File: config.mk
export PLATFORM = sky130hd
export DESIGN_NAME = uart_irq_ctl
export DESIGN_NICKNAME = d
export VERILOG_FILES = /design/src/rtl/uart_irq_ctl.sv
export SDC_FILE = /design/constraint.sdc
export NUM_CORES = 1
export LEC_CHECK = 0
export BUFFER_PORTS_ARGS = -buffer_cell sky130_fd_sc_hd__buf_2
export CORE_MARGIN = 2
export CORE_UTILIZATION = 43
export CTS_CLUSTER_SIZE = 8
export DETAILED_ROUTE_END_ITERATION = 8
export MAX_ROUTING_LAYER = met4
export PLACE_DENSITY_LB_ADDON = 0.2
export SYNTH_ARGS = -nofsm -noshare
export SYNTH_HDL_FRONTEND = slang
export SYNTH_SLANG_ARGS = --single-unit
File: constraint.sdc
create_clock -name clk -period 1 [get_ports clk]
set_input_delay 0.2 -clock clk [delete_from_list [all_inputs] [get_ports clk]]
set_output_delay 0.2 -clock clk [all_outputs]
set_load 0.01 [all_outputs]
File: src/rtl/uart_irq_ctl.sv
module uart_irq_ctl (
  input  logic       clk,
  input  logic       rst_n,
  input  logic       en_wr,
  input  logic [7:0] en_wdata,
  output logic [7:0] en_rdata,
  input  logic       lsr_rd,
  input  logic       isr_rd,
  input  logic       msr_rd,
  input  logic       blk_mode,
  input  logic       rx_load,
  input  logic       rx_trig,
  input  logic       rx_err,
  input  logic       thr_empty,
  input  logic       msr_chg,
  input  logic       xoff_det,
  input  logic       xon_det,
  input  logic       rx_char,
  input  logic       spec_mode,
  input  logic       rts_in,
  input  logic       cts_in,
  output logic [7:0] pend,
  output logic       irq
);
  localparam int RXR = 0, TXE = 1, RLS = 2, MSC = 3, SLP = 4, XOF = 5, RTS = 6, CTS = 7;

  logic [7:0] en_q, pend_q, set_v, clr_v;
  logic [2:0] rts_s, cts_s;
  logic       thr_q, rts_rise, cts_rise;

  always_ff @(posedge clk or negedge rst_n)
    if (!rst_n) en_q <= '0;
    else if (en_wr) en_q <= en_wdata;

  always_ff @(posedge clk or negedge rst_n)
    if (!rst_n) begin
      rts_s <= 3'b111;
      cts_s <= 3'b111;
      thr_q <= 1'b0;
    end else begin
      rts_s <= {rts_s[1:0], rts_in};
      cts_s <= {cts_s[1:0], cts_in};
      thr_q <= thr_empty;
    end

  assign rts_rise = rts_s[1] & ~rts_s[2];
  assign cts_rise = cts_s[1] & ~cts_s[2];

  always_comb begin
    set_v      = '0;
    set_v[RXR] = blk_mode ? rx_trig : rx_load;
    set_v[TXE] = blk_mode ? (thr_empty & ~thr_q) : thr_empty;
    set_v[RLS] = rx_err;
    set_v[MSC] = msr_chg;
    set_v[XOF] = xoff_det;
    set_v[RTS] = rts_rise;
    set_v[CTS] = cts_rise;

    clr_v      = '0;
    clr_v[RXR] = lsr_rd;
    clr_v[TXE] = isr_rd;
    clr_v[RLS] = lsr_rd;
    clr_v[MSC] = msr_rd;
    clr_v[SLP] = 1'b1;
    clr_v[XOF] = isr_rd | xon_det | (spec_mode & rx_char);
    clr_v[RTS] = msr_rd;
    clr_v[CTS] = msr_rd;
  end

  always_ff @(posedge clk or negedge rst_n)
    if (!rst_n) pend_q <= '0;
    else pend_q <= set_v | (pend_q & ~clr_v);

  assign en_rdata = en_q;
  assign pend     = pend_q;
  assign irq      = |(pend_q & en_q);
endmodule


==> results of run 1 <==
## critical path, delay by kind of cell, from the launching register on
kind | cells | cell delay (ns)
AOI/OAI and AO/OA | 1 | 0.35
buffers and inverters | 1 | 0.16
DFF | 1 | 0.42
and+or+nand+nor | 1 | 0.12
## registers in the layout (all words and copies together) (netlist names)
register / count
en_rdata: 8
cts_s: 3
pend: 7
rts_s: 3
thr_q: 1
## path summary, 6_finish.rpt
check                           startpoint           to  slack, ns  cells past startpoint
worst min register to register    rts_s[0]     rts_s[1]       0.36                      0
worst min-delay path             thr_empty        thr_q       0.01                      1
worst max register to register     pend[3]      pend[3]      -0.01                      4
max in group asynchronous            rst_n     rts_s[1]       0.28                      2
worst max-delay path               pend[5]          irq      -0.54                      3
min in group asynchronous            rst_n  en_rdata[4]       0.37                      2
## per-stage QoR
step           hold slack, ns  power (W)  setup slack [ns]  TNS (ns)  area [um2]
3_5_place_dp            0.182    0.00138            -0.164    -0.164        1140
4_1_cts                0.0107    0.00215            -0.506     -2.55        1350
3_3_place_gp            0.176    0.00137            -0.148    -0.148        1140
6_report               0.0142    0.00220            -0.544     -2.69        1420
2_1_floorplan         -0.0956    0.00117           -0.0903   -0.0903         826
5_1_grt              -0.00262    0.00230            -0.681     -3.47        1420
## area by class of cell
| type | count | area (um2) |
|---|---|---|
| clock inverter | 1 | 30.0 |
| inverter | 5 | 18.8 |
| tap | 25 | 31.3 |
| fill | 104 | 348 |
| clock buffer | 3 | 22.5 |
| timing repair buffer | 64 | 526 |
| multi-input combinational | 23 | 230 |
| sequential | 22 | 558 |
## logic make-up after synthesis
group,share of synthesized area
and+or+nand+nor,0.0182
buffers and inverters,0.0455
muxes,0.145
other,0.00454
AOI/OAI and AO/OA,0.111
DFF,0.676
## power breakdown
group,internal (W),total [W],leakage (nW),switching (W)
logic,0.000333,0.000514,0.458,0.000181
registers,0.000969,0.00102,0.248,0.0000495
clock network,0.000404,0.000665,0.0279,0.000261
total,0.00171,0.00220,0.734,0.000491
## what timing repair did
action	4_1_cts	5_1_grt
resized for setup	25	9
hold endpoints to repair	18	0
setup endpoints to repair	16	16
hold buffers	3	0
setup buffers	5	13
pin swaps	0	2
## layer usage
layer,vias to the layer above,GRT usage,wire (um)
li1,314,-,-
met1,313,0.223,836
met2,31,0.352,1140
met3,2,0.0377,114
met4,0,0.0595,13
met5,-,-,0
## cells in the final DEF (no fill, tap or decap), types with 2 or more instances in the layout
cell type	n
buf_4	6
clkbuf_4	3
dfrtp_1	16
a21o_1	3
buf_2	27
inv_1	5
mux2_4	8
a22oi_1	2
buf_6	28
dfstp_2	6
dlygate4sd3_1	3
a22o_1	3
==> impl_metrics.json, run 1 <==
{
  "fp-row-count": 15,
  "cts_tree": "built",
  "grt_pass1_vias": 659,
  "track_usage": 0.198,
  "path_cells": "a222oi_1, nand3_1, buf_2",
  "worstHoldPathType": "in2reg",
  "finish.utilization": 0.803,
  "overflow": 0,
  "grt_max_degree": 23,
  "synth.most_common_cell": "dfrtp_1",
  "fin_crit_ns": 1.54,
  "rsz0062_at_grt": "true",
  "power.static_leakage_nw": 0.734,
  "n_antenna_cell": 0,
  "synth_cells": 52,
  "max_stage_delay_ns": 0.42,
  "critPathSlowestCell": "dfrtp_1",
  "max_freq_ghz": 0.648,
  "outcome": "finished, violations left",
  "crit_path_max_fanout": 2,
  "violations": "setup timing",
  "fin_ws_ns": -0.544,
  "coreArea_um2": 1760,
  "drt-initial-drc-count": 5,
  "skew_ns": 0.000440,
  "hold_violations": 0,
  "async_reset_ff_frac": 1.00,
  "cts_sinks": 22,
  "path_clk_slew_ns": 0.12,
  "avgViaCountPerCell": 4.62,
  "crit_required_ns": 0.80,
  "end_kind": "primary output",
  "cts_made_buffers": 3,
  "drive_gt1_frac": 0.669,
  "syn_to_final_growth_pct": 71.5,
  "cp-start-kind": "flop",
  "detail-route-antenna-nets": 0,
  "ys.flop_type": "dfrtp_1",
  "setup_viol": 18,
  "grt_first_pass_wirelength_um": 2910,
  "place_congestion": 0.701,
  "fin_nets": 145,
  "drv_cap": 0,
  "die_w_um": 47.8,
  "ir_drop_mv": 1.02,
  "ys_types": 16,
  "synth_area_leaders": "dfrtp_1, dfstp_2, mux2_4",
  "die-area_um2": 2290,
  "synth-edff-count": 0,
  "die_y_um": 47.8,
  "antenna_found_initial": 0,
  "root_buffer": "clkbuf_4",
  "syn_area_um2": 826,
  "crit_type": "reg2out",
  "yosysTopAreaCellShare": 0.485,
  "synthTopCellsByCount": "dfrtp_1, mux2_4, dfstp_2",
  "stdcell_count": 143,
  "wirelength_um": 2110,
  "drc": 0,
  "yosysWarnings": 0,
  "post_drt_wl_per_cell_um": 14.7,
  "clock_latency_ns": 0.29,
  "initial_core_util": 0.468,
  "placedCellCount": 129,
  "p_per_area_nw_per_um2": 1550,
  "via_count": 660,
  "synth-seq-cells": 22,
  "clockBufferDepth": 2,
  "yosys.area.top_type": "dfrtp_1",
  "portBuffers": 41,
  "arrival_ns": 1.34,
  "synth_nets": 78,
  "ys_seq_area_frac": 0.676,
  "boundaryPins": 43,
  "fin_crit_sh": 1.54,
  "maxSlewViolCount": 0,
  "htree_levels": 1,
  "avgSynthCellArea_um2": 15.9,
  "firstDrtPassIters": 4,
  "dp_hpwl_um": 1360
}
No activity file was read; power rests on OpenSTA's default activity.
==> run 2: changes to the inputs <==
--- a/config.mk
+++ b/config.mk
@@ -6,6 +6,7 @@
 export NUM_CORES = 1
 export LEC_CHECK = 0
 export BUFFER_PORTS_ARGS = -buffer_cell sky130_fd_sc_hd__buf_2
+export CORE_ASPECT_RATIO = 1.4
 export CORE_MARGIN = 2
 export CORE_UTILIZATION = 43
 export CTS_CLUSTER_SIZE = 8
==> run 2 against run 1 <==
Against the previous run: the run still ends with setup timing left; clock-buffer cell count up 1; sequential power about the same; non-clock buffer count shrank 1; sequential share of layout area up 1.3 points; worst setup slack improved by 0.065 ns; first-iteration DRC count rose to 4.2 times the previous value; register-to-register slack worse by 0.02 ns; wire length decreased by 13%; via count shrank 0.76%; critical endpoint unchanged; largest cell class unchanged.
==> impl_metrics.json, run 2 (same netlist as run 1, synthesis figures left out) <==
{
  "fp-row-count": 18,
  "n_antenna_cell": 0,
  "wirelength_um": 1820,
  "drt-met1-wl_um": 694,
  "root_buffer": "clkbuf_4",
  "cp-start-kind": "flop",
  "dp_hpwl_um": 1230,
  "detail-route-antenna-nets": 0,
  "stdcell_count": 137,
  "maxSlewViolCount": 0,
  "track_usage": 0.182,
  "drive_gt1_frac": 0.658,
  "drt-initial-drc-count": 21,
  "power_w": 0.00197,
  "cts_tree": "built",
  "reg2reg_from": "pend[0]",
  "place_congestion": 0.740,
  "avgViaCountPerCell": 4.78,
  "skew_ns": 0.00200,
  "ir_drop_mv": 1.08,
  "max_freq_ghz": 0.676,
  "worstHoldPathType": "in2reg",
  "fin_ws_ns": -0.479,
  "boundaryPins": 43,
  "crit_required_ns": 0.80,
  "outcome": "finished, violations left",
  "initial_core_util": 0.464,
  "cts_sinks": 22,
  "overflow": 0,
  "multiInputGateArea_um2": 230,
  "drv_cap": 0,
  "clock_latency_ns": 0.31,
  "nFillCells": 122,
  "arrival_ns": 1.28,
  "wl_met3_um": 111,
  "startpoint": "pend[5]",
  "post_drt_wl_per_cell_um": 13.3,
  "portBuffers": 41,
  "violations": "setup timing",
  "clockBufferDepth": 2,
  "path_clk_slew_ns": 0.11,
  "firstDrtPassIters": 4,
  "power.static_leakage_nw": 0.716,
  "placedCellCount": 123,
  "crit_path_max_fanout": 2,
  "fin_crit_ns": 1.48,
  "die-area_um2": 2290,
  "htree_levels": 1,
  "route.met2.wl_um": 973,
  "crit_type": "reg2out",
  "die_y_um": 55.9,
  "setup_tns_ns": -2.41,
  "largest_reg_flops": 8,
  "setup_viol": 17,
  "rsz0062_at_grt": "true",
  "via_count": 655,
  "coreArea_um2": 1780,
  "fin_crit_sh": 1.48,
  "final-seq-area_um2": 558,
  "final_common_cell": "buf_2",
  "end_kind": "primary output",
  "grt_first_pass_wirelength_um": 2710,
  "hold_violations": 0,
  "layout_common_cells": "buf_2, buf_6, dfrtp_1",
  "drc": 0,
  "antenna_found_initial": 0,
  "grt_pass1_vias": 645,
  "fin_nets": 144,
  "hold_start": "rx_err",
  "highest_layer": "met4",
  "grt_max_degree": 23,
  "whs_ns": 0.0615,
  "die_w_um": 41.0,
  "syn_to_final_growth_pct": 66.1,
  "cts_made_buffers": 3,
  "p_per_area_nw_per_um2": 1440
}
==> run 2: cell types whose count changed in the layout (fill, tap and decap cells not counted), sizes merged <==
| cell | before | now |
|---|---|---|
| clkbuf | 3 | 4 |
| dlygate4sd3 | 3 | 4 |
| buf | 61 | 59 |
| bufinv | 1 | 0 |
==> run 2: power breakdown <==
group	leakage, nW	internal, W	switching [W]
Combinational	0.447	0.000319	0.000168
Clock	0.0210	0.000223	0.000250
Sequential	0.248	0.000969	0.0000435
Total	0.716	0.00151	0.000462
==> run 2: timing repair <==
action                                 4_1_cts  5_1_grt
setup buffers                                6       10
hold buffers                                 3        1
cloned                                       0        0
endpoints found under the hold margin       18        1
pin swaps                                    1        0
resized for setup                           22        6
setup endpoints to repair                   16       17
==> run 2: layout make-up <==
type | instances | area share
Timing Repair Buffer | 63 | 0.367
Tap cell | 20 | 0.0182
Clock buffer | 4 | 0.0265
Multi-Input combinational cell | 23 | 0.168
Inverter | 5 | 0.0137
Sequential cell | 22 | 0.407
==> run 2: per-stage QoR <==
stage           util  setup slack [ns]  area, um2
2_1_floorplan      -           -0.0903        826
3_3_place_gp   0.634            -0.123       1130
3_5_place_dp   0.634            -0.141       1130
4_1_cts        0.738            -0.484       1310
5_1_grt        0.771            -0.594       1370
6_report       0.771            -0.479       1370
==> run 2: worst paths after layout <==
check                                 to  slack (ns)  depth (start not counted)
worst min register to register  cts_s[1]        0.36                          0
worst min-delay path             pend[2]        0.06                          2
worst max register to register   pend[0]       -0.03                          3
max in group asynchronous       rts_s[2]        0.28                          2
min in group asynchronous        pend[6]        0.37                          2
worst max-delay path                 irq       -0.48                          3
==> run 2: worst max-delay path, cell delays in order, from the launching register on <==
cell      delay [ns]
dfrtp_1         0.39
a222oi_1        0.33
nand3_1         0.10
buf_2           0.15
==> run 2: layer usage <==
metal  global-route usage  up-vias
met5                    -        -
met4                0.100        0
met3               0.0240        5
met2                0.279       28
met1                0.217      310
li1                     -      312
